--- src/rtl/pci_irq_pkg.sv ---
package pci_irq_pkg;
  localparam int ENTRY_W     = 8;
  localparam int OFF_BIT     = ENTRY_W - 1;
  localparam logic [ENTRY_W-1:0] ENTRY_RESET = 8'h80;
  typedef logic [ENTRY_W-1:0] route_entry_t;
endpackage

--- src/rtl/pci_irq_swizzle.sv ---
module pci_irq_swizzle #(
  parameter int DEVFN_W    = 8,
  parameter int LINE_W     = 2,
  parameter int FIRST_SLOT = 18
) (
  input  logic [DEVFN_W-1:0] devfn,
  input  logic [LINE_W-1:0]  pin,
  output logic [LINE_W-1:0]  line
);
  localparam int SLOT_W = DEVFN_W - 3;
  localparam int NLINES = 1 << LINE_W;
  localparam logic [SLOT_W-1:0] LO_SLOT = SLOT_W'(FIRST_SLOT);
  localparam logic [SLOT_W-1:0] HI_SLOT = SLOT_W'(FIRST_SLOT + NLINES - 1);

  logic [SLOT_W-1:0] slot;
  logic [SLOT_W-1:0] rel;
  logic              in_window;

  always_comb begin
    slot      = devfn[DEVFN_W-1:3];
    rel       = slot - LO_SLOT;
    in_window = (slot >= LO_SLOT) && (slot <= HI_SLOT);
    line      = in_window ? (rel[LINE_W-1:0] + pin) : pin;
  end
endmodule

--- src/rtl/pci_irq_line_state.sv ---
module pci_irq_line_state #(
  parameter int LINES  = 4,
  parameter int LINE_W = 2
) (
  input  logic              clk,
  input  logic              rst_n,
  input  logic              upd,
  input  logic [LINE_W-1:0] upd_line,
  input  logic              upd_level,
  output logic [LINES-1:0]  level
);
  for (genvar l = 0; l < LINES; l++) begin : g_line
    always_ff @(posedge clk or negedge rst_n) begin
      if (!rst_n)                                     level[l] <= 1'b0;
      else if (upd && (upd_line == LINE_W'(l)))       level[l] <= upd_level;
    end
  end
endmodule

--- src/rtl/pci_irq_route_table.sv ---
module pci_irq_route_table
  import pci_irq_pkg::*;
#(
  parameter int LINES  = 4,
  parameter int LINE_W = 2
) (
  input  logic              clk,
  input  logic              rst_n,
  input  logic              we,
  input  logic [LINE_W-1:0] idx,
  input  route_entry_t      wdata,
  output route_entry_t      rdata,
  output route_entry_t      entry [LINES]
);
  for (genvar l = 0; l < LINES; l++) begin : g_ent
    always_ff @(posedge clk or negedge rst_n) begin
      if (!rst_n)                                entry[l] <= ENTRY_RESET;
      else if (we && (idx == LINE_W'(l)))        entry[l] <= wdata;
    end
  end

  assign rdata = entry[idx];
endmodule

--- src/rtl/pci_irq_fanin.sv ---
module pci_irq_fanin
  import pci_irq_pkg::*;
#(
  parameter int LINES  = 4,
  parameter int INPUTS = 16
) (
  input  logic               clk,
  input  logic               rst_n,
  input  logic [LINES-1:0]   level,
  input  route_entry_t       entry [LINES],
  output logic [INPUTS-1:0]  irq
);
  logic [INPUTS-1:0] irq_d;

  for (genvar k = 0; k < INPUTS; k++) begin : g_in
    logic [LINES-1:0] hit;
    for (genvar l = 0; l < LINES; l++) begin : g_ln
      assign hit[l] = level[l] && !entry[l][OFF_BIT] &&
                      (entry[l] == ENTRY_W'(k));
    end
    assign irq_d[k] = |hit;
  end

  always_ff @(posedge clk or negedge rst_n) begin
    if (!rst_n) irq <= '0;
    else        irq <= irq_d;
  end
endmodule

--- src/rtl/pci_irq_router.sv ---
module pci_irq_router
  import pci_irq_pkg::*;
#(
  parameter int DEVFN_W    = 8,
  parameter int LINES      = 4,
  parameter int INPUTS     = 16,
  parameter int FIRST_SLOT = 18
) (
  input  logic                       clk,
  input  logic                       rst_n,
  input  logic                       src_valid,
  output logic                       src_ready,
  input  logic [DEVFN_W-1:0]         src_devfn,
  input  logic [$clog2(LINES)-1:0]   src_pin,
  input  logic                       src_level,
  input  logic                       cfg_we,
  input  logic [$clog2(LINES)-1:0]   cfg_idx,
  input  logic [ENTRY_W-1:0]         cfg_wdata,
  output logic [ENTRY_W-1:0]         cfg_rdata,
  output logic [INPUTS-1:0]          irq_out
);
  localparam int LINE_W = $clog2(LINES);

  logic              ready_q;
  logic              take;
  logic [LINE_W-1:0] mapped;
  logic [LINES-1:0]  line_q;
  route_entry_t      table_q [LINES];

  always_ff @(posedge clk or negedge rst_n) begin
    if (!rst_n) ready_q <= 1'b0;
    else        ready_q <= 1'b1;
  end

  assign src_ready = ready_q;
  assign take      = src_valid && ready_q;

  pci_irq_swizzle #(
    .DEVFN_W(DEVFN_W), .LINE_W(LINE_W), .FIRST_SLOT(FIRST_SLOT)
  ) u_swz (
    .devfn(src_devfn), .pin(src_pin), .line(mapped)
  );

  pci_irq_line_state #(.LINES(LINES), .LINE_W(LINE_W)) u_lines (
    .clk(clk), .rst_n(rst_n), .upd(take), .upd_line(mapped),
    .upd_level(src_level), .level(line_q)
  );

  pci_irq_route_table #(.LINES(LINES), .LINE_W(LINE_W)) u_tab (
    .clk(clk), .rst_n(rst_n), .we(cfg_we), .idx(cfg_idx),
    .wdata(cfg_wdata), .rdata(cfg_rdata), .entry(table_q)
  );

  pci_irq_fanin #(.LINES(LINES), .INPUTS(INPUTS)) u_fan (
    .clk(clk), .rst_n(rst_n), .level(line_q), .entry(table_q), .irq(irq_out)
  );
endmodule

--- config.mk ---
export PLATFORM = sky130hd
export DESIGN_NAME = pci_irq_router
export DESIGN_NICKNAME = d
export VERILOG_FILES = /design/src/rtl/pci_irq_pkg.sv /design/src/rtl/pci_irq_swizzle.sv /design/src/rtl/pci_irq_line_state.sv /design/src/rtl/pci_irq_route_table.sv /design/src/rtl/pci_irq_fanin.sv /design/src/rtl/pci_irq_router.sv
export SDC_FILE = /design/constraint.sdc
export NUM_CORES = 1
export LEC_CHECK = 0
export ABC_CLOCK_PERIOD_IN_PS = 2100
export BUFFER_PORTS_ARGS = -buffer_cell sky130_fd_sc_hd__buf_2
export CORE_MARGIN = 2
export CORE_UTILIZATION = 59
export DETAILED_ROUTE_END_ITERATION = 8
export PLACE_DENSITY = 0.88
export SYNTH_ARGS = -nofsm -noshare
export SYNTH_HDL_FRONTEND = slang
export SYNTH_SLANG_ARGS = --single-unit
export TNS_END_PERCENT = 50
--- constraint.sdc ---
create_clock -name clk -period 2.1 [get_ports clk]
set_input_delay 0.42 -clock clk [delete_from_list [all_inputs] [get_ports clk]]
set_output_delay 0.42 -clock clk [all_outputs]
set_load 0.01 [all_outputs]
---- Word-level counts from Yosys, hierarchy flattened ----
Index checks and enable logic that the tools add are counted.
word-level totals
  flip-flop bits (word level) ............. 53
  input bits .............................. 25
  output and inout port bits .............. 25
cells by class
  $add $sub $neg .......................... 2
  order comparisons ....................... 3
  equality and inequality tests ........... 66
  muxes and demuxes ....................... 4
  bitwise operators ....................... 1
  reduce and logical (&&, ||, !) cells .... 104
operators by type and width
  cell                 number
  $eq 8x4->1 const B   32
  $eq 8x3->1 const B   16
  $logic_and 1x1->1    78
  $eq 8x2->1 const B   8
  $reduce_or 4->1      16
  $eq 8x1->1 const B   4
  $logic_not 8->1      4
  $bmux 8 s2           1
  $mux 8               2
  $eq 2x2->1 const B   4
  $ge 5x5->1 const B   1
  $le 5x5->1 const B   1
  $eq 2x1->1 const B   2
  $logic_not 1->1      4
  $logic_not 2->1      2
  $ge 3x3->1 const B   1
  $not 2->3            1
  $add 2x2->2          1
  $mux 2               1
  $sub 2x2->2 const B  1

---- Depth between registers and ports, before layout ----
Gate-level depths: netlist (run 1).
  depth in word-level cells ............... 5
  depth in mapped cells ................... 5
  depth with buffers taken out ............ 5

---- By module ----
From an unflattened synthesis (run 1), not the netlist that was laid out.
second synthesis, totals
  cells, all modules ...................... 226
  area, all modules ....................... 2829.0 um2
modules (own cells, without submodules)
  module               times used  cells each  area each (um2)  seq. area each (um2)
  pci_irq_route_table  1           78          1431.4           805.8
  pci_irq_fanin        1           124         1106.1           400.4
  pci_irq_line_state   1           12          177.7            100.1
  pci_irq_swizzle      1           9           78.8             0.0
  pci_irq_router       1           3           35.0             25.0

---- Least setup slack after synthesis (run 1) ----
OpenSTA, ideal clock, no wires.
  kind .................................... input-to-reg
  from .................................... input port src_devfn[3]
  to ...................................... register u_lines.level[2]
  library setup time ...................... 128 ps
  arrival time ............................ 1677 ps
  data required time ...................... 1972 ps
  path slack .............................. 295 ps
  stages .................................. 5
  cell sequence ........................... ha_1 -> nor4b_2 -> o21ai_2 -> a2111oi_2 -> mux2_1
on the way
  word-level cells in the longest chain between the ends .. 5
  elaborated cells between the ends (all ways) .. 8
  those cells by class .................... add/sub (2); order compare (2); eq/ne (1); mux (1); reduce/logical (2)
RTL lines
  item                                              RTL line                                      text
  from (decl)                                       pci_irq_router.sv:13                          input logic [DEVFN_W-1:0] src_devfn,
  $sub 2x2->2, or another cell as far along         pci_irq_swizzle.sv:21                         rel = slot - LO_SLOT;
  $add 2x2->2 or $logic_and 1x1->1 (tied branches)  pci_irq_swizzle.sv:23, pci_irq_swizzle.sv:22
  $mux 2 *                                          pci_irq_swizzle.sv:23                         line = in_window ? (rel[LINE_W-1:0] + pin) : pin;
  $eq 2x2->1 *                                      pci_irq_line_state.sv:15                      else if (upd && (upd_line == LINE_W'(l))) level[l] <= upd_level;
  $logic_and 1x1->1 *                               pci_irq_line_state.sv:15
  to (signal, indexed assignment)                   pci_irq_line_state.sv:15
  to (decl)                                         pci_irq_line_state.sv:10                      output logic [LINES-1:0] level
Every way passes the cells marked *; elsewhere a longest branch is shown, timed or not.
A chain may end at the register's enable or synchronous reset.

---- Final worst setup path (run 1) ----
  from .................................... input port cfg_idx[0]
  to ...................................... output port cfg_rdata[2]
on the way
  word-level cells in the longest chain between the ends .. 4
RTL lines
  item                                        RTL line                   text
  from (decl)                                 pci_irq_router.sv:17       input logic [$clog2(LINES)-1:0] cfg_idx,
  $not 2->3 (not written as such)             pci_irq_route_table.sv:22  assign rdata = entry[idx];
  $bmux 8 s2                                  pci_irq_route_table.sv:22
  $mux 8 (not written as such) (2 in series)  pci_irq_route_table.sv:22
  to (decl)                                   pci_irq_router.sv:19       output logic [ENTRY_W-1:0] cfg_rdata,
No other way between the ends. The select of a mux whose other input is x is not followed.

==> load_flow_metrics.sql, run 1 <==
INSERT INTO impl_metrics (metric_group, metric, value, unit) VALUES
('status', 'run_status', 'completed', ''),
('worst_setup_path', 'crit_path_start', 'cfg_idx[0]', ''),
('floorplan', 'dieArea', '5380', 'um^2'),
('sta', 'period_needed', '1.88', 'ns'),
('route', 'drt-total-wl', '6460', 'um'),
('worst_setup_path', 'cp_data_arrival_time', '1.46', 'ns'),
('route', 'drt_first_iter_violations', '268', ''),
('floorplan', 'design.portCount', '50', ''),
('pwr', 'total_switching_power', '0.770', 'mW'),
('synth', 'mappedNetlistArea', '2840', 'um^2'),
('pwr', 'power.internal', '1.77', 'mW'),
('synth', 'ys.warnings.count', '0', ''),
('sta', 'fin_tns_setup', '0', 'ns'),
('route', 'drt-vias-per-instance', '6.73', ''),
('sta', 'finalHoldViolations', '0', ''),
('pwr', 'power.ir.vdd_worst', '0.573', 'mV'),
('cells_and_area', 'layout-area-overhead-vs-synth', '14.7', '%'),
('synth', 'syn_avg_cell_area', '12.4', 'um^2'),
('pwr', 'power.combinational.fraction', '21.7', '%'),
('clock_network', 'tritoncts_num_sinks', '53', ''),
('sta', 'grt_setup_unrepaired', 'no', ''),
('sta', 'max_freq', '531', 'MHz'),
('clock_network', 'cts_tree', 'yes', ''),
('synth', 'synth_most_common_cell', 'sky130_fd_sc_hd__dfrtp_1', ''),
('floorplan', 'fp.coreArea', '4690', 'um^2'),
('clock_network', 'cts.hold.buffers_added', '0', ''),
('floorplan', 'chipWidth', '73.4', 'um'),
('worst_setup_path', 'path_delay_family', 'multiplexers', ''),
('global_routing', 'met1_demand_to_capacity_share_in_global_routing', '34.8', '%'),
('global_routing', 'grt_remaining_overflow', '0', ''),
('sta', 'report.final.slew_viol_count', '0', ''),
('pwr', 'static-leakage-power', '1.44', 'nW'),
('worst_setup_path', 'crit_path_start_kind', 'primary input', ''),
('clock_network', 'clock-root-buffer', 'sky130_fd_sc_hd__clkbuf_8', ''),
('floorplan', 'die-height', '73.4', 'um'),
('worst_hold_path', 'holdCritPathClass', 'in2async', ''),
('global_routing', 'globalRouteMet2Util', '40.0', '%'),
('route', 'antenna_left', '0', ''),
('global_routing', 'antenna_found_initial', '0', ''),
('global_routing', 'wire_length_of_the_first_global_routing_pass', '10300', 'um'),
('placed_design', 'detailedPlacementHpwl', '4760', 'um'),
('synth', 'synth_top_area_cell', 'sky130_fd_sc_hd__dfrtp_1', ''),
('clock_network', 'clock_latency', '0.30', 'ns'),
('sta', 'clock_skew', '0.0123', 'ns'),
('synth', 'synth_enable_flop_cells', '0', ''),
('synth', 'synth_top_area_share', '43.2', '%'),
('pwr', 'post-layout-total-power', '2.54', 'mW'),
('route', 'drt-wirelength-per-cell', '19.2', 'um'),
('worst_setup_path', 'timing.critical_path.slowest_stage_cell', 'sky130_fd_sc_hd__mux4_2', ''),
('worst_setup_path', 'critPathCaptureType', 'output pin', ''),
('synth', 'synth_cells', '229', ''),
('clock_network', 'ctsHtreeMaxLevel', '2', ''),
('route', 'total_via_count_after_detailed_routing', '2260', ''),
('global_routing', 'grt_most_used_layer', 'met2', ''),
('clock_network', 'clkSlewWorstSetupHoldPaths', '0.08', 'ns'),
('floorplan', 'rows', '25', ''),
('sta', 'setup_viol', '0', ''),
('synth', 'ys_async_sr_fraction', '100', '%'),
('sta', 'min_period_over_period', '89.7', '%'),
('run', 'max_cap_violations', '0', ''),
('pwr', 'seq_power_share', '54.4', '%'),
('global_routing', 'global_route.usage.met3', '5.08', '%'),
('global_routing', 'grt_max_degree', '33', ''),
('synth', 'synth.top_cells.by_area', 'sky130_fd_sc_hd__dfrtp_1, sky130_fd_sc_hd__mux2_2, sky130_fd_sc_hd__mux4_2', ''),
('synth', 'ys_ff_latch', '53', ''),
('synth', 'post_synth_num_cell_types', '57', ''),
('route', 'drt_drc_violations_left', '0', ''),
('synth', 'ys_seq_area_share', '46.9', '%'),
('clock_network', 'post_cts.repair.setup_buffers', '0', ''),
('worst_setup_path', 'critical_path_required', '1.68', 'ns'),
('cells_and_area', 'drive_gt1_share', '37.6', '%');
==> stage by stage <==
| stage | util (%) | hold WS (ns) | worst slack (ns) | std cells | cell area, um^2 |
|---|---|---|---|---|---|
| finish | 69.4 | 0.0692 | 0.216 | 336 | 3260 |
| global route | 69.4 | 0.109 | 0.158 | 336 | 3260 |
| CTS | 69.4 | 0.0808 | 0.213 | 336 | 3260 |
| detailed placement | 67.2 | 0.402 | 0.0684 | 328 | 3150 |
| global placement | 67.2 | 0.401 | 0.115 | 328 | 3150 |
| floorplan | - | 0.124 | 0.295 | 229 | 2840 |
==> metal layers <==
layer,vias to the layer above,wire length [um]
met4,0,188
li1,1006,-
met3,26,365
met1,1124,2830
met2,104,3080
met5,-,0
==> logic make-up after synthesis <==
| family | after synthesis | share of synthesized area (%) |
|---|---|---|
| buf+inv | 9 | 1.28 |
| flops | 53 | 46.9 |
| fa+ha+maj | 1 | 0.441 |
| simple gates | 85 | 19.8 |
| compound gates | 34 | 10.1 |
| xor+xnor | 2 | 0.617 |
| other cells | 1 | 0.132 |
| mux | 44 | 20.8 |
==> worst paths after layout <==
path                                               end  slack [ns]  cells past startpoint
max                                       cfg_rdata[2]        0.22                      3
min                             u_fan.irq[7]$_DFF_PN0_        0.07                      1
max reg2reg                     u_fan.irq[3]$_DFF_PN0_        0.32                      4
min reg2reg                u_tab.entry[29]$_DFFE_PN0P_        0.54                      1
max in group asynchronous  u_tab.entry[15]$_DFFE_PN1P_        1.44                      2
min in group clk           u_tab.entry[30]$_DFFE_PN0P_        0.38                      2
==> power groups by stage <==
stage          registers, mW  logic (mW)  clock network (mW)
5_1_grt                 1.40       0.597               0.647
3_5_place_dp            1.40       0.546                   0
3_3_place_gp            1.38       0.530                   0
2_1_floorplan           1.32       0.395                   0
6_report                1.38       0.552               0.606
4_1_cts                 1.38       0.551               0.616
==> cell type report <==
type	count	area [um^2]
Sequential cell	53	1330
Timing Repair Buffer	49	265
Tap cell	54	67.6
Clock buffer	7	96.3
Multi-Input combinational cell	167	1470
Clock inverter	1	5.00
Inverter	5	18.8
Fill cell	349	1440
==> state kept, by name (all words and copies together), names as in the netlist <==
signal and cells:
src_ready 1, u_fan.irq 16, u_tab.entry 32, u_lines.level 4
==> cells in the final DEF (no fill, tap or decap), types with 4 or more instances in the layout <==
| master | instances |
|---|---|
| sky130_fd_sc_hd__nand3_1 | 12 |
| sky130_fd_sc_hd__clkbuf_8 | 7 |
| sky130_fd_sc_hd__nor4_1 | 4 |
| sky130_fd_sc_hd__a22oi_1 | 7 |
| sky130_fd_sc_hd__inv_1 | 4 |
| sky130_fd_sc_hd__a222oi_1 | 5 |
| sky130_fd_sc_hd__buf_2 | 46 |
| sky130_fd_sc_hd__mux2_1 | 11 |
| sky130_fd_sc_hd__nor2b_1 | 6 |
| sky130_fd_sc_hd__nor2_1 | 5 |
| sky130_fd_sc_hd__dfstp_2 | 4 |
| sky130_fd_sc_hd__dfrtp_1 | 49 |
| sky130_fd_sc_hd__nand2b_1 | 6 |
| sky130_fd_sc_hd__mux2_2 | 24 |
| sky130_fd_sc_hd__nand2_1 | 16 |
| sky130_fd_sc_hd__mux4_2 | 8 |
Note: power is estimated with default switching activity, not from simulation.
==> inputs of run 2 (changes only) <==
CORE_UTILIZATION = 40   (was 59)
PLACE_DENSITY = 0.64   (was 0.88)
SYNTH_HIERARCHICAL = 1   (was default)
==> run 2 against run 1 <==
- die area rose by 44%
- combinational power rose by 5.8%
- critical path type is now reg2out
- critical path depth fell by 1
- via count fell by 5.9%
- routed wire length rose by 2.1%
- setup slack got worse by 0.11 ns
- count of clock-buffer cells in the layout fell by 1
- non-clock buffer count rose by 6
- first-iteration DRC count fell by 51%
- clock power rose by 4.3%
- critical endpoint is now cfg_rdata[3]
- area after synthesis fell by 0.35%
==> load_flow_metrics.sql, run 2 <==
INSERT INTO impl_metrics (metric_group, metric, value, unit) VALUES
('cells_and_area', 'fin_nets', '310', ''),
('clock_network', 'clkSlewWorstSetupHoldPaths', '0.10', 'ns'),
('synth', 'synth_top_area_share', '43.3', '%'),
('synth', 'yosys-top-cells-count', 'sky130_fd_sc_hd__dfrtp_1, sky130_fd_sc_hd__mux2_2, sky130_fd_sc_hd__nand2_1', ''),
('worst_setup_path', 'crit_path_start_kind', 'flop', ''),
('clock_network', 'post_cts.repair.setup_buffers', '0', ''),
('route', 'drt-wirelength-per-cell', '17.3', 'um'),
('route', 'drt_first_pass_iters', '4', ''),
('worst_setup_path', 'cp_max_fo', '9', ''),
('cells_and_area', 'drive_gt1_share', '41.4', '%'),
('clock_network', 'tritoncts_num_sinks', '53', ''),
('sta', 'clock_skew', '0.00530', 'ns'),
('worst_setup_path', 'regToRegSetupSlack', '0.28', 'ns'),
('pwr', 'total_switching_power', '0.833', 'mW'),
('floorplan', 'initial_utilization', '41.4', '%'),
('sta', 'finalHoldViolations', '0', ''),
('global_routing', 'grt_max_degree', '26', ''),
('synth', 'synth_enable_flop_cells', '0', ''),
('sta', 'min_period_over_period', '95.0', '%'),
('synth', 'post_synth_num_cell_types', '53', ''),
('synth', 'synth.top_cells.by_area', 'sky130_fd_sc_hd__dfrtp_1, sky130_fd_sc_hd__mux2_2, sky130_fd_sc_hd__mux4_2', ''),
('pwr', 'post-layout-total-power', '2.60', 'mW'),
('sta', 'period_needed', '1.99', 'ns'),
('worst_hold_path', 'holdCritPathClass', 'in2async', ''),
('floorplan', 'rows', '30', ''),
('clock_network', 'cts.hold.buffers_added', '0', ''),
('synth', 'syn-num-nets', '252', ''),
('pwr', 'static-leakage-power', '1.44', 'nW'),
('synth', 'ys_async_sr_fraction', '100', '%'),
('clock_network', 'clock_latency', '0.31', 'ns'),
('cells_and_area', 'layout.filler_cells', '656', ''),
('worst_setup_path', 'critical_path_required', '1.68', 'ns'),
('clock_network', 'ctsHtreeMaxLevel', '2', ''),
('synth', 'ys_seq_area_share', '47.1', '%'),
('synth', 'syn_avg_cell_area', '12.5', 'um^2'),
('worst_setup_path', 'critPathCaptureType', 'output pin', ''),
('pwr', 'power.density_cell_area', '783', 'nW/um^2'),
('sta', 'tightest_slew', '0.841', 'ns'),
('floorplan', 'design.portCount', '50', ''),
('route', 'drt_first_iter_violations', '131', ''),
('route', 'antenna_left', '0', ''),
('cells_and_area', 'regMostFlops', 'u_tab/entry', ''),
('floorplan', 'chipWidth', '88.1', 'um'),
('cells_and_area', 'largest_register_ff_count', '32', ''),
('pwr', 'seq_power_share', '53.2', '%'),
('run', 'max_cap_violations', '0', ''),
('global_routing', 'number_of_global_route_vias_before_repair', '2047', ''),
('sta', 'grt_setup_unrepaired', 'no', ''),
('route', 'drt-total-wl', '6600', 'um'),
('placed_design', 'buffer_ports.inserted', '46', ''),
('sta', 'worst_slew_margin_rel', '43.2', '%'),
('global_routing', 'wire_length_of_the_first_global_routing_pass', '10500', 'um'),
('synth', 'synth_cells', '226', ''),
('floorplan', 'die-height', '88.1', 'um'),
('synth', 'synth_top_area_cell', 'sky130_fd_sc_hd__dfrtp_1', ''),
('floorplan', 'dieArea', '7760', 'um^2'),
('cells_and_area', 'most-common-layout-cells', 'sky130_fd_sc_hd__dfrtp_1, sky130_fd_sc_hd__buf_2, sky130_fd_sc_hd__mux2_2, sky130_fd_sc_hd__nand2_1, sky130_fd_sc_hd__a22oi_1', ''),
('synth', 'ys.warnings.count', '6', ''),
('route', 'total_via_count_after_detailed_routing', '2126', ''),
('floorplan', 'fp.coreArea', '6830', 'um^2'),
('placed_design', 'detailedPlacementHpwl', '4990', 'um'),
('global_routing', 'grt_remaining_overflow', '0', ''),
('pwr', 'switching_share_of_power', '32.1', '%'),
('clock_network', 'cts_tree', 'yes', ''),
('worst_setup_path', 'cp_data_arrival_time', '1.57', 'ns'),
('sta', 'report.final.slew_viol_count', '0', ''),
('sta', 'fin_tns_setup', '0', 'ns'),
('cells_and_area', 'antenna_cells_inserted', '0', ''),
('sta', 'max_freq', '501', 'MHz'),
('pwr', 'power.ir.vdd_worst', '0.456', 'mV'),
('route', 'drt-vias-per-instance', '5.58', ''),
('cells_and_area', 'mostFrequentLayoutCell', 'sky130_fd_sc_hd__dfrtp_1', ''),
('synth', 'mappedNetlistArea', '2830', 'um^2'),
('sta', 'setup_viol', '0', ''),
('clock_network', 'number_of_buffers_added_by_the_clock_tree_synthesis_step', '5', ''),
('placed_design', 'gp_routability_congestion', '0.907', ''),
('synth', 'postSynth.topFlopCell', 'sky130_fd_sc_hd__dfrtp_1', ''),
('clock_network', 'clock-root-buffer', 'sky130_fd_sc_hd__clkbuf_8', ''),
('pwr', 'power.combinational.fraction', '22.5', '%'),
('worst_setup_path', 'type_of_the_worst_setup_path', 'reg2out', ''),
('status', 'run_status', 'completed', ''),
('global_routing', 'antenna_found_initial', '0', ''),
('clock_network', 'post_cts_resized', '0', ''),
('synth', 'synth_most_common_cell', 'sky130_fd_sc_hd__dfrtp_1', ''),
('synth', 'ys_ff_latch', '53', ''),
('route', 'drt_drc_violations_left', '0', ''),
('cells_and_area', 'layout-area-overhead-vs-synth', '17.2', '%'),
('pwr', 'power.internal', '1.76', 'mW'),
('pwr', 'clock_power_share', '24.3', '%'),
('global_routing', 'grt_util_all_layers', '18.1', '%'),
('cells_and_area', 'top_regs', 'u_tab/entry x32, u_fan/irq x16, u_lines/level x4', ''),
('clock_network', 'clock_path_buffers', '2', '');
-- run 2: metal layers --
| layer | up-vias | global-route usage (%) | share of wire (%) |
|---|---|---|---|
| met5 | - | 0 | 0 |
| met4 | 0 | 4.96 | 1.0 |
| met3 | 9 | 3.58 | 4.2 |
| met2 | 54 | 29.6 | 49 |
| met1 | 1060 | 24.6 | 46 |
| li1 | 1003 | - | - |
-- run 2: cell type report --
class	instances	area (um^2)	area share [%]
clock buffers	6	82.6	2.49
clock inverters	2	17.5	0.528
inverters	4	15.0	0.453
multi-input cells	165	1450	43.8
flip-flops and latches	53	1330	40.1
well taps	96	120	3.62
repair buffers	55	298	8.98
-- run 2: worst paths after layout --
path                                                    from                      endpoint  cells past startpoint
worst min-delay path                                   rst_n        u_fan/irq[6]$_DFF_PN0_                      1
worst max register to register   u_tab/entry[29]$_DFFE_PN0P_        u_fan/irq[1]$_DFF_PN0_                      4
min in group clk                                   src_level  u_lines/level[2]$_DFFE_PN0P_                      2
max in group asynchronous                              rst_n    u_tab/entry[3]$_DFFE_PN0P_                      2
worst max-delay path             u_tab/entry[19]$_DFFE_PN0P_                  cfg_rdata[3]                      2
worst min register to register  u_lines/level[1]$_DFFE_PN0P_  u_lines/level[1]$_DFFE_PN0P_                      1
-- run 2: cells by family after synthesis --
group,share of synthesized area (%)
and+or+nand+nor,19.4
DFF,47.1
muxes,21.6
AOI/OAI and AO/OA,9.11
buffers and inverters,1.59
xor gates and xnor gates,0.619
adders and majority gates,0.442
other,0.133
-- run 2: power by group through the flow --
| stage | clock network (mW) | registers (mW) | logic, mW |
|---|---|---|---|
| after floorplan | 0 | 1.33 | 0.399 |
| final | 0.632 | 1.38 | 0.584 |
| after global placement | 0 | 1.39 | 0.574 |
| after CTS | 0.653 | 1.37 | 0.586 |
| after detailed placement | 0 | 1.40 | 0.582 |
| after global routing | 0.687 | 1.40 | 0.640 |
-- run 2: critical path: stages (launching register included) --
cell	delay [ns]
sky130_fd_sc_hd__dfrtp_1	0.52
sky130_fd_sc_hd__mux4_1	0.58
sky130_fd_sc_hd__buf_2	0.16
-- run 2: stage by stage --
stage	cell area (um^2)	hold WS (ns)	setup WS, ns	utilization, %	cells
2_1_floorplan	2830	0.124	0.390	-	226
3_3_place_gp	3220	0.438	0.0973	47.1	373
3_5_place_dp	3220	0.437	0.102	47.1	373
4_1_cts	3320	0.0899	0.0967	48.6	381
5_1_grt	3320	0.117	0.0645	48.6	381
6_report	3320	0.0757	0.105	48.6	381
